===== config.mk =====
export PLATFORM = sky130hd
export DESIGN_NAME = shadow_attr_decoder
export DESIGN_NICKNAME = d
export VERILOG_FILES = /design/src/rtl/smad_pkg.sv /design/src/rtl/smad_cfg_regs.sv /design/src/rtl/smad_region_map.sv /design/src/rtl/smad_smm_window.sv /design/src/rtl/shadow_attr_decoder.sv
export SDC_FILE = /design/constraint.sdc
export NUM_CORES = 1
export LEC_CHECK = 0
export CORE_AREA = 2 2 94 96
export DETAILED_ROUTE_END_ITERATION = 12
export DIE_AREA = 0 0 96 98
export MAX_ROUTING_LAYER = met4
export PLACE_DENSITY_LB_ADDON = 0.2
export SLEW_MARGIN = 20
export SYNTH_ARGS = -nofsm -noshare
export SYNTH_HDL_FRONTEND = slang
export SYNTH_SLANG_ARGS = --single-unit

===== constraint.sdc =====
create_clock -name clk -period 5.2 [get_ports clk]
set_clock_uncertainty 0.15 [all_clocks]
set_input_delay 1.04 -clock clk [delete_from_list [all_inputs] [get_ports clk]]
set_output_delay 1.04 -clock clk [all_outputs]
set_load 0.005 [all_outputs]

===== src/rtl/smad_pkg.sv =====
package smad_pkg;
  localparam logic [7:0] MEMSZ_OFS    = 8'h57;
  localparam logic [7:0] ATTR_OFS     = 8'h59;
  localparam logic [7:0] WINCTL_OFS   = 8'h72;
  localparam logic [7:0] WINCTL_RST   = 8'h02;
  localparam int         WIN_OPEN_BIT = 6;
  localparam int         WIN_GEN_BIT  = 3;

  typedef struct packed {
    logic hit;
    logic dram;
  } smad_route_t;
endpackage


===== src/rtl/smad_cfg_regs.sv =====
module smad_cfg_regs
  import smad_pkg::*;
#(
  parameter int NUM_EXP = 12,
  parameter int MIB_W   = 16,
  localparam int NREG   = NUM_EXP + 1,
  localparam int ATTR_N = NUM_EXP / 2 + 1
) (
  input  logic             clk,
  input  logic             rst_n,
  input  logic             we,
  input  logic [7:0]       addr,
  input  logic [7:0]       wdata,
  input  logic [MIB_W-1:0] dram_mib,
  output logic [7:0]       rdata,
  output logic [NREG-1:0][1:0] reg_en,
  output logic             win_open,
  output logic             win_gen
);
  logic [ATTR_N-1:0][7:0] attr_q;
  logic [7:0]             ctl_q;
  logic [MIB_W-1:0]       units;
  logic [7:0]             memsz;

  for (genvar k = 0; k < ATTR_N; k++) begin : g_attr
    always_ff @(posedge clk) begin
      if (!rst_n)
        attr_q[k] <= 8'h00;
      else if (we && addr == 8'(ATTR_OFS + k))
        attr_q[k] <= wdata;
    end
  end

  always_ff @(posedge clk) begin
    if (!rst_n)
      ctl_q <= WINCTL_RST;
    else if (we && addr == WINCTL_OFS)
      ctl_q <= wdata;
  end

  assign units = dram_mib >> 3;
  assign memsz = (units > MIB_W'(255)) ? 8'hFF : units[7:0];

  always_comb begin
    rdata = 8'h00;
    for (int k = 0; k < ATTR_N; k++)
      if (addr == 8'(ATTR_OFS + k)) rdata = attr_q[k];
    if (addr == WINCTL_OFS) rdata = ctl_q;
    if (addr == MEMSZ_OFS)  rdata = memsz;
  end

  for (genvar r = 0; r < NREG; r++) begin : g_en
    localparam int B = (r + 1) / 2;
    if (r % 2 == 1) begin : g_lo
      assign reg_en[r] = attr_q[B][1:0];
    end else begin : g_hi
      assign reg_en[r] = attr_q[B][5:4];
    end
  end

  assign win_open = ctl_q[WIN_OPEN_BIT];
  assign win_gen  = ctl_q[WIN_GEN_BIT];
endmodule


===== src/rtl/smad_region_map.sv =====
module smad_region_map
  import smad_pkg::*;
#(
  parameter int          ADDR_W    = 32,
  parameter int          NUM_EXP   = 12,
  parameter logic [31:0] BIOS_BASE = 32'h000F_0000,
  parameter int          BIOS_LOG2 = 16,
  parameter logic [31:0] EXP_BASE  = 32'h000C_0000,
  parameter int          EXP_LOG2  = 14,
  localparam int         NREG      = NUM_EXP + 1
) (
  input  logic [ADDR_W-1:0]    addr,
  input  logic                 is_write,
  input  logic [NREG-1:0][1:0] reg_en,
  output smad_route_t          route
);
  logic [NREG-1:0] hit_v;
  logic [NREG-1:0] dram_v;

  for (genvar r = 0; r < NREG; r++) begin : g_rgn
    localparam int L = (r == 0) ? BIOS_LOG2 : EXP_LOG2;
    localparam logic [ADDR_W-1:0] BASE = (r == 0) ? ADDR_W'(BIOS_BASE)
                                   : ADDR_W'(EXP_BASE + 32'((r - 1) << EXP_LOG2));
    assign hit_v[r]  = (addr >> L) == (BASE >> L);
    assign dram_v[r] = hit_v[r] & (is_write ? reg_en[r][1] : reg_en[r][0]);
  end

  assign route.hit  = |hit_v;
  assign route.dram = |dram_v;
endmodule


===== src/rtl/smad_smm_window.sv =====
module smad_smm_window
  import smad_pkg::*;
#(
  parameter int          ADDR_W   = 32,
  parameter logic [31:0] WIN_BASE = 32'h000A_0000,
  parameter int          WIN_LOG2 = 17
) (
  input  logic [ADDR_W-1:0] addr,
  input  logic              smm,
  input  logic              win_open,
  input  logic              win_gen,
  output smad_route_t       route
);
  localparam logic [ADDR_W-1:0] BASE = ADDR_W'(WIN_BASE);

  assign route.hit  = (addr >> WIN_LOG2) == (BASE >> WIN_LOG2);
  assign route.dram = route.hit & (smm ? win_gen : win_open);
endmodule


===== src/rtl/shadow_attr_decoder.sv =====
module shadow_attr_decoder
  import smad_pkg::*;
#(
  parameter int ADDR_W  = 32,
  parameter int MIB_W   = 16,
  parameter int NUM_EXP = 12
) (
  input  logic              clk,
  input  logic              rst_n,
  input  logic              cfg_we,
  input  logic [7:0]        cfg_addr,
  input  logic [7:0]        cfg_wdata,
  output logic [7:0]        cfg_rdata,
  input  logic [MIB_W-1:0]  dram_mib,
  input  logic              lk_valid,
  output logic              lk_ready,
  input  logic [ADDR_W-1:0] lk_addr,
  input  logic              lk_write,
  input  logic              lk_smm,
  output logic              rsp_valid,
  input  logic              rsp_ready,
  output logic              rsp_hit,
  output logic              rsp_dram
);
  localparam int NREG = NUM_EXP + 1;

  logic [NREG-1:0][1:0] reg_en;
  logic                 win_open;
  logic                 win_gen;
  smad_route_t          map_rt;
  smad_route_t          win_rt;
  smad_route_t          sel_rt;

  smad_cfg_regs #(.NUM_EXP(NUM_EXP), .MIB_W(MIB_W)) u_regs (
    .clk(clk), .rst_n(rst_n), .we(cfg_we), .addr(cfg_addr),
    .wdata(cfg_wdata), .dram_mib(dram_mib), .rdata(cfg_rdata),
    .reg_en(reg_en), .win_open(win_open), .win_gen(win_gen)
  );

  smad_region_map #(.ADDR_W(ADDR_W), .NUM_EXP(NUM_EXP)) u_map (
    .addr(lk_addr), .is_write(lk_write), .reg_en(reg_en), .route(map_rt)
  );

  smad_smm_window #(.ADDR_W(ADDR_W)) u_win (
    .addr(lk_addr), .smm(lk_smm), .win_open(win_open),
    .win_gen(win_gen), .route(win_rt)
  );

  assign sel_rt   = win_rt.hit ? win_rt : map_rt;
  assign lk_ready = !rsp_valid || rsp_ready;

  always_ff @(posedge clk) begin
    if (!rst_n) begin
      rsp_valid <= 1'b0;
      rsp_hit   <= 1'b0;
      rsp_dram  <= 1'b0;
    end else if (lk_ready) begin
      rsp_valid <= lk_valid;
      if (lk_valid) begin
        rsp_hit  <= sel_rt.hit;
        rsp_dram <= sel_rt.dram;
      end
    end
  end
endmodule


== After elaboration in Yosys (flattened, before gate mapping) ==
Cells that the tools add are included.

* Register bits: 67
* Input bits: 71
* Output and inout port bits: 12
* Logic and storage cells: 87

* Magnitude comparators: 1
* Eq/ne operators: 23
* Multiplexer cells: 25
* Bitwise logic cells: 14
* Reduce and logical (&&, ||, !) cells: 13

{| class="wikitable"
|+ Operator list
! operator !! count
|-
| $eq 18x6->1 const B || 12
|-
| $mux 8 || 10
|-
| $eq 8x7->1 const B || 9
|-
| $reduce_or 13->1 || 2
|-
| $eq 16x4->1 const B || 1
|-
| $eq 15x3->1 const B || 1
|-
| $and 1x1->1 || 14
|-
| $mux 1 || 14
|-
| $gt 13x8->1 const B || 1
|-
| $logic_and 1x1->1 || 8
|-
| $mux 2 || 1
|-
| $reduce_and 2->1 || 1
|-
| $logic_not 1->1 || 1
|-
| $logic_or 1x1->1 || 1
|}

== Logic depth before layout (Yosys ltp) ==
Gate-level depths: netlist of the first run.

* Depth after elaboration: 10
* Depth in mapped cells: 7
* Depth with buffers taken out: 5

== Modules after synthesis ==
From an unflattened synthesis of the first run, not the netlist that was laid out.

* Cell total of the unflattened synthesis: 481
* Area, all modules: 4045.1 µm²

{| class="wikitable"
|+ By module, submodules not included
! module !! instances !! cells each !! area each (µm²) !! seq. area each (µm²)
|-
| smad_cfg_regs || 1 || 415 || 3499.6 || 1281.2
|-
| smad_region_map || 1 || 46 || 354.1 || 0.0
|-
| shadow_attr_decoder || 1 || 13 || 136.4 || 60.1
|-
| smad_smm_window || 1 || 7 || 55.1 || 0.0
|}

== Least setup slack after synthesis of the first run ==
No wires, ideal clock.

* Path type: input -> output
* From: input port cfg_addr[0]
* To: output port cfg_rdata[0]
* Data arrival time: 2458 ps
* Data required time: 4010 ps
* Slack: 1552 ps
* Cell stages on the path: 6
* Buffers on the path: 3
* Cell sequence: buf_2 clkbuf_1 buf_2 nand4_1 o311ai_0 o21ai_0

* Longest elaborated chain between the ends: 10
* Elaborated cells on any way between the ends: 18
* Those cells by class: eq/ne (9); mux (9)

{| class="wikitable"
|+ Ends and longest elaborated chain
! item !! RTL line !! source
|-
| from (decl) || shadow_attr_decoder.sv:11 || <nowiki>input logic [7:0] cfg_addr,</nowiki>
|-
| $eq 8x7->1 || smad_cfg_regs.sv:47 || <nowiki>if (addr == 8'(ATTR_OFS + k)) rdata = attr_q[k];</nowiki>
|-
| $mux 8 (7 in series) || smad_cfg_regs.sv:47 ||
|-
| $mux 8 || smad_cfg_regs.sv:48 || <nowiki>if (addr == WINCTL_OFS) rdata = ctl_q;</nowiki>
|-
| $mux 8 * || smad_cfg_regs.sv:49 || <nowiki>if (addr == MEMSZ_OFS) rdata = memsz;</nowiki>
|-
| to (decl) || shadow_attr_decoder.sv:13 || <nowiki>output logic [7:0] cfg_rdata,</nowiki>
|}

Every way passes the cells marked *; elsewhere a longest branch is shown, timed or not.

== Final worst setup path of the first run ==
* From: input port cfg_addr[3]
* To: output port cfg_rdata[4]

The elaborated chain is that of the path after synthesis.

==> results of run 1 <==
[where the power goes]
group	leakage (nW)	total, mW	internal [mW]	switching [mW]
clock network	0.0954	0.435	0.232	0.203
logic	1.06	0.109	0.0592	0.0502
registers	0.540	0.514	0.514	0.000590
total	1.69	1.06	0.805	0.254
[placed cells by master, fill, tap and decap left out, types with 3 or more instances in the layout]
cell type	count
mux2i_1	71
dfxtp_1	67
clkdlybuf4s50_1	65
nor2b_1	57
nand2_1	24
o21ai_0	19
nor2_1	15
o221ai_1	10
clkbuf_8	10
mux2_2	9
a21boi_0	9
o22ai_1	8
a22oi_1	8
o311ai_0	8
nor3_1	7
buf_4	7
nand3b_1	4
nand4_1	3
nand2b_1	3
inv_1	3
nor4_1	3
a31oi_1	3
[worst reg2reg max path, delay by kind of cell, from the launching register on]
kind,cells,cell delay [ns]
AOI/OAI and AO/OA,3,0.61
muxes,1,0.47
DFF,1,0.34
[final cells by class]
type / instances / area [sq um]
multi-input combinational: 291 / 2170
tap: 108 / 135
sequential: 67 / 1340
inverter: 3 / 11.3
fill: 761 / 3910
clock buffer: 11 / 141
clock inverter: 4 / 51.3
timing repair buffer: 72 / 703
[registers in the layout (all words and copies together), names as in the netlist]
| register | flops |
|---|---|
| rsp_hit | 1 |
| rsp_valid | 1 |
| u_regs.ctl_q | 8 |
| u_regs.reg_en | 26 |
| u_regs.attr_q | 30 |
| rsp_dram | 1 |
[per-layer routing]
metal,share of wire,global-route usage
met1,0.47,0.296
met2,0.46,0.332
met3,0.052,0.0324
met4,0.019,0.0714
met5,0,-
[path summary, 6_finish.rpt]
path                                        start           endpoint  slack (ns)
worst max register to register   u_regs.reg_en[6]           rsp_dram        3.52
worst min-delay path            u_regs.attr_q[34]  u_regs.attr_q[34]        0.34
worst min register to register  u_regs.attr_q[34]  u_regs.attr_q[34]        0.34
worst max-delay path                  cfg_addr[3]       cfg_rdata[4]        0.30
[cell families after synthesis]
family / Yosys count
and+or+nand+nor: 137
muxes: 82
AOI/OAI and AO/OA: 72
DFF: 67
buffers and inverters: 39
==> impl_metrics.py, run 1 <==
metrics = {
    "run_status": {
        "status": "complete, no violations",
    },
    "logic_synthesis": {
        "synth-seq-area-share": 0.365,
        "ys_warn_count": 0,
        "synth_top_area_frac": 0.365,
        "synth_cell_types": 46,
        "yosysTopAreaCell": "dfxtp_1",
        "synth_common_cells": "mux2i_1, dfxtp_1, nor2b_1",
        "synthSimpleGateAreaFrac": 0.220,
        "synth_area_sq_mm": 0.00367,
        "muxShareOfSynthArea": 0.233,
        "synth-async-reset-ratio": 0,
        "synth_xor_xnor_area_share": 0,
        "synth-main-ff-cell": "dfxtp_1",
        "synth.top_cells.by_area": "dfxtp_1, mux2i_1, nor2b_1",
        "avgSynthCellArea_sq_um": 9.26,
        "synth_top_family_by_area": "multiplexers",
        "yosys.area_share.adder": 0,
        "synth_edf_count": 0,
        "synth_compound_area_frac": 0.138,
        "synth-seq-cells": 67,
        "synth_nets": 468,
        "synth.most_common_cell": "mux2i_1",
        "synthCells": 397,
    },
    "worst_setup_path": {
        "path_buf_inv": 2,
        "cp.depth": 7,
        "r2r_cells": 4,
        "cp-end-kind": "output pin",
        "setup.worst_path.start_class": "input pin",
        "crit_path_frequent_cell": "clkdlybuf4s50_1",
        "cp_max_fo": 13,
        "setup.worst_path.class": "in -> out",
        "cp_top_family": "buffers and inverters",
        "max_stage_delay_ns": 0.72,
        "worstPathArrival_ns": 3.71,
        "path_cells": "clkdlybuf4s50_1 -> nand4b_1 -> or4b_1 -> o221ai_1 -> o311ai_0 -> o21ai_0 -> clkdlybuf4s50_1",
        "crit_required_ns": 4.01,
        "cpMaxStageDelayCell": "or4b_1",
    },
    "cells_and_area": {
        "diodes": 0,
        "nets": 515,
        "drive_gt1_frac": 0.0826,
        "fin_cells": 556,
        "stdcell_area_sq_mm": 0.00456,
        "final_util": 0.538,
        "area_growth_pct": 24.0,
    },
    "timing": {
        "fmax_mhz": 204,
        "slew_viol_final": 0,
        "setup_slack_ns": 0.301,
        "timing.hold.ws_ns": 0.335,
        "hold_viol_final": 0,
        "finalCritPeriodShare": 0.942,
        "rsz0062_at_grt": "no",
        "setup_violations": 0,
        "worstMarginPinSlew_ns": 0.980,
        "relSlewSlack": 0.343,
        "setup_tns_ns": 0,
        "fin_crit_ns": 4.90,
    },
    "global_routing": {
        "grt_start_max_net_pins": 57,
        "track_usage": 0.218,
        "antenna_found_initial": 0,
        "grt_pass1_wl_mm": 15.6,
        "grt_pass1_vias": 3027,
        "grt_overflow": 0,
    },
    "die": {
        "io_pins": 83,
        "fp.dieH_um": 98,
        "rows": 34,
        "die_w_um": 96,
        "dieArea_sq_mm": 0.00941,
        "core-area_sq_mm": 0.00847,
        "initial_core_util": 0.434,
    },
    "drt": {
        "wire_per_inst_um": 17.4,
        "wirelength_mm": 9.69,
        "vias": 3091,
        "ant_nets": 0,
        "viasPerCell": 5.56,
        "drt_first_pass_iters": 4,
        "drc_errors": 0,
        "first_iter_violations": 132,
    },
    "placed_design": {
        "gp_congestion": 0.839,
        "placed_area_sq_mm": 0.00436,
        "place_ws_ns": 0.350,
        "hpwl_mm": 6.89,
        "place_inst": 541,
        "port_buffers": 65,
    },
    "clocking": {
        "cts_max_level": 3,
        "clock_latency_ns": 0.35,
        "clockBufferDepth": 2,
        "post_cts_resized": 0,
        "clock_sinks": 67,
        "cts_tree": "done",
        "cts_hold_buf": 0,
        "clkTransAtPathRegs_ns": 0.07,
        "cts_buffers": 9,
        "cts_setup_buffers": 0,
        "root_buffer": "clkbuf_8",
    },
    "worst_hold_path": {
        "hp-class": "reg -> reg",
        "hold_path_depth": 2,
    },
    "power": {
        "leakage_nw": 1.69,
        "ir_worst_vdd_mv": 0.108,
        "finalPower_mw": 1.06,
        "p_per_area_mw_per_mm2": 232,
    },
    "run": {
        "cap_violations": 0,
    },
}
Note: power is estimated with default switching activity, not from simulation.
==> inputs of run 2 (changes only) <==
Settings changed: SKIP_CTS_REPAIR_TIMING set to 1.
==> results of run 2 <==
No change in the layout: final DEF, timing and power equal those of run 1.
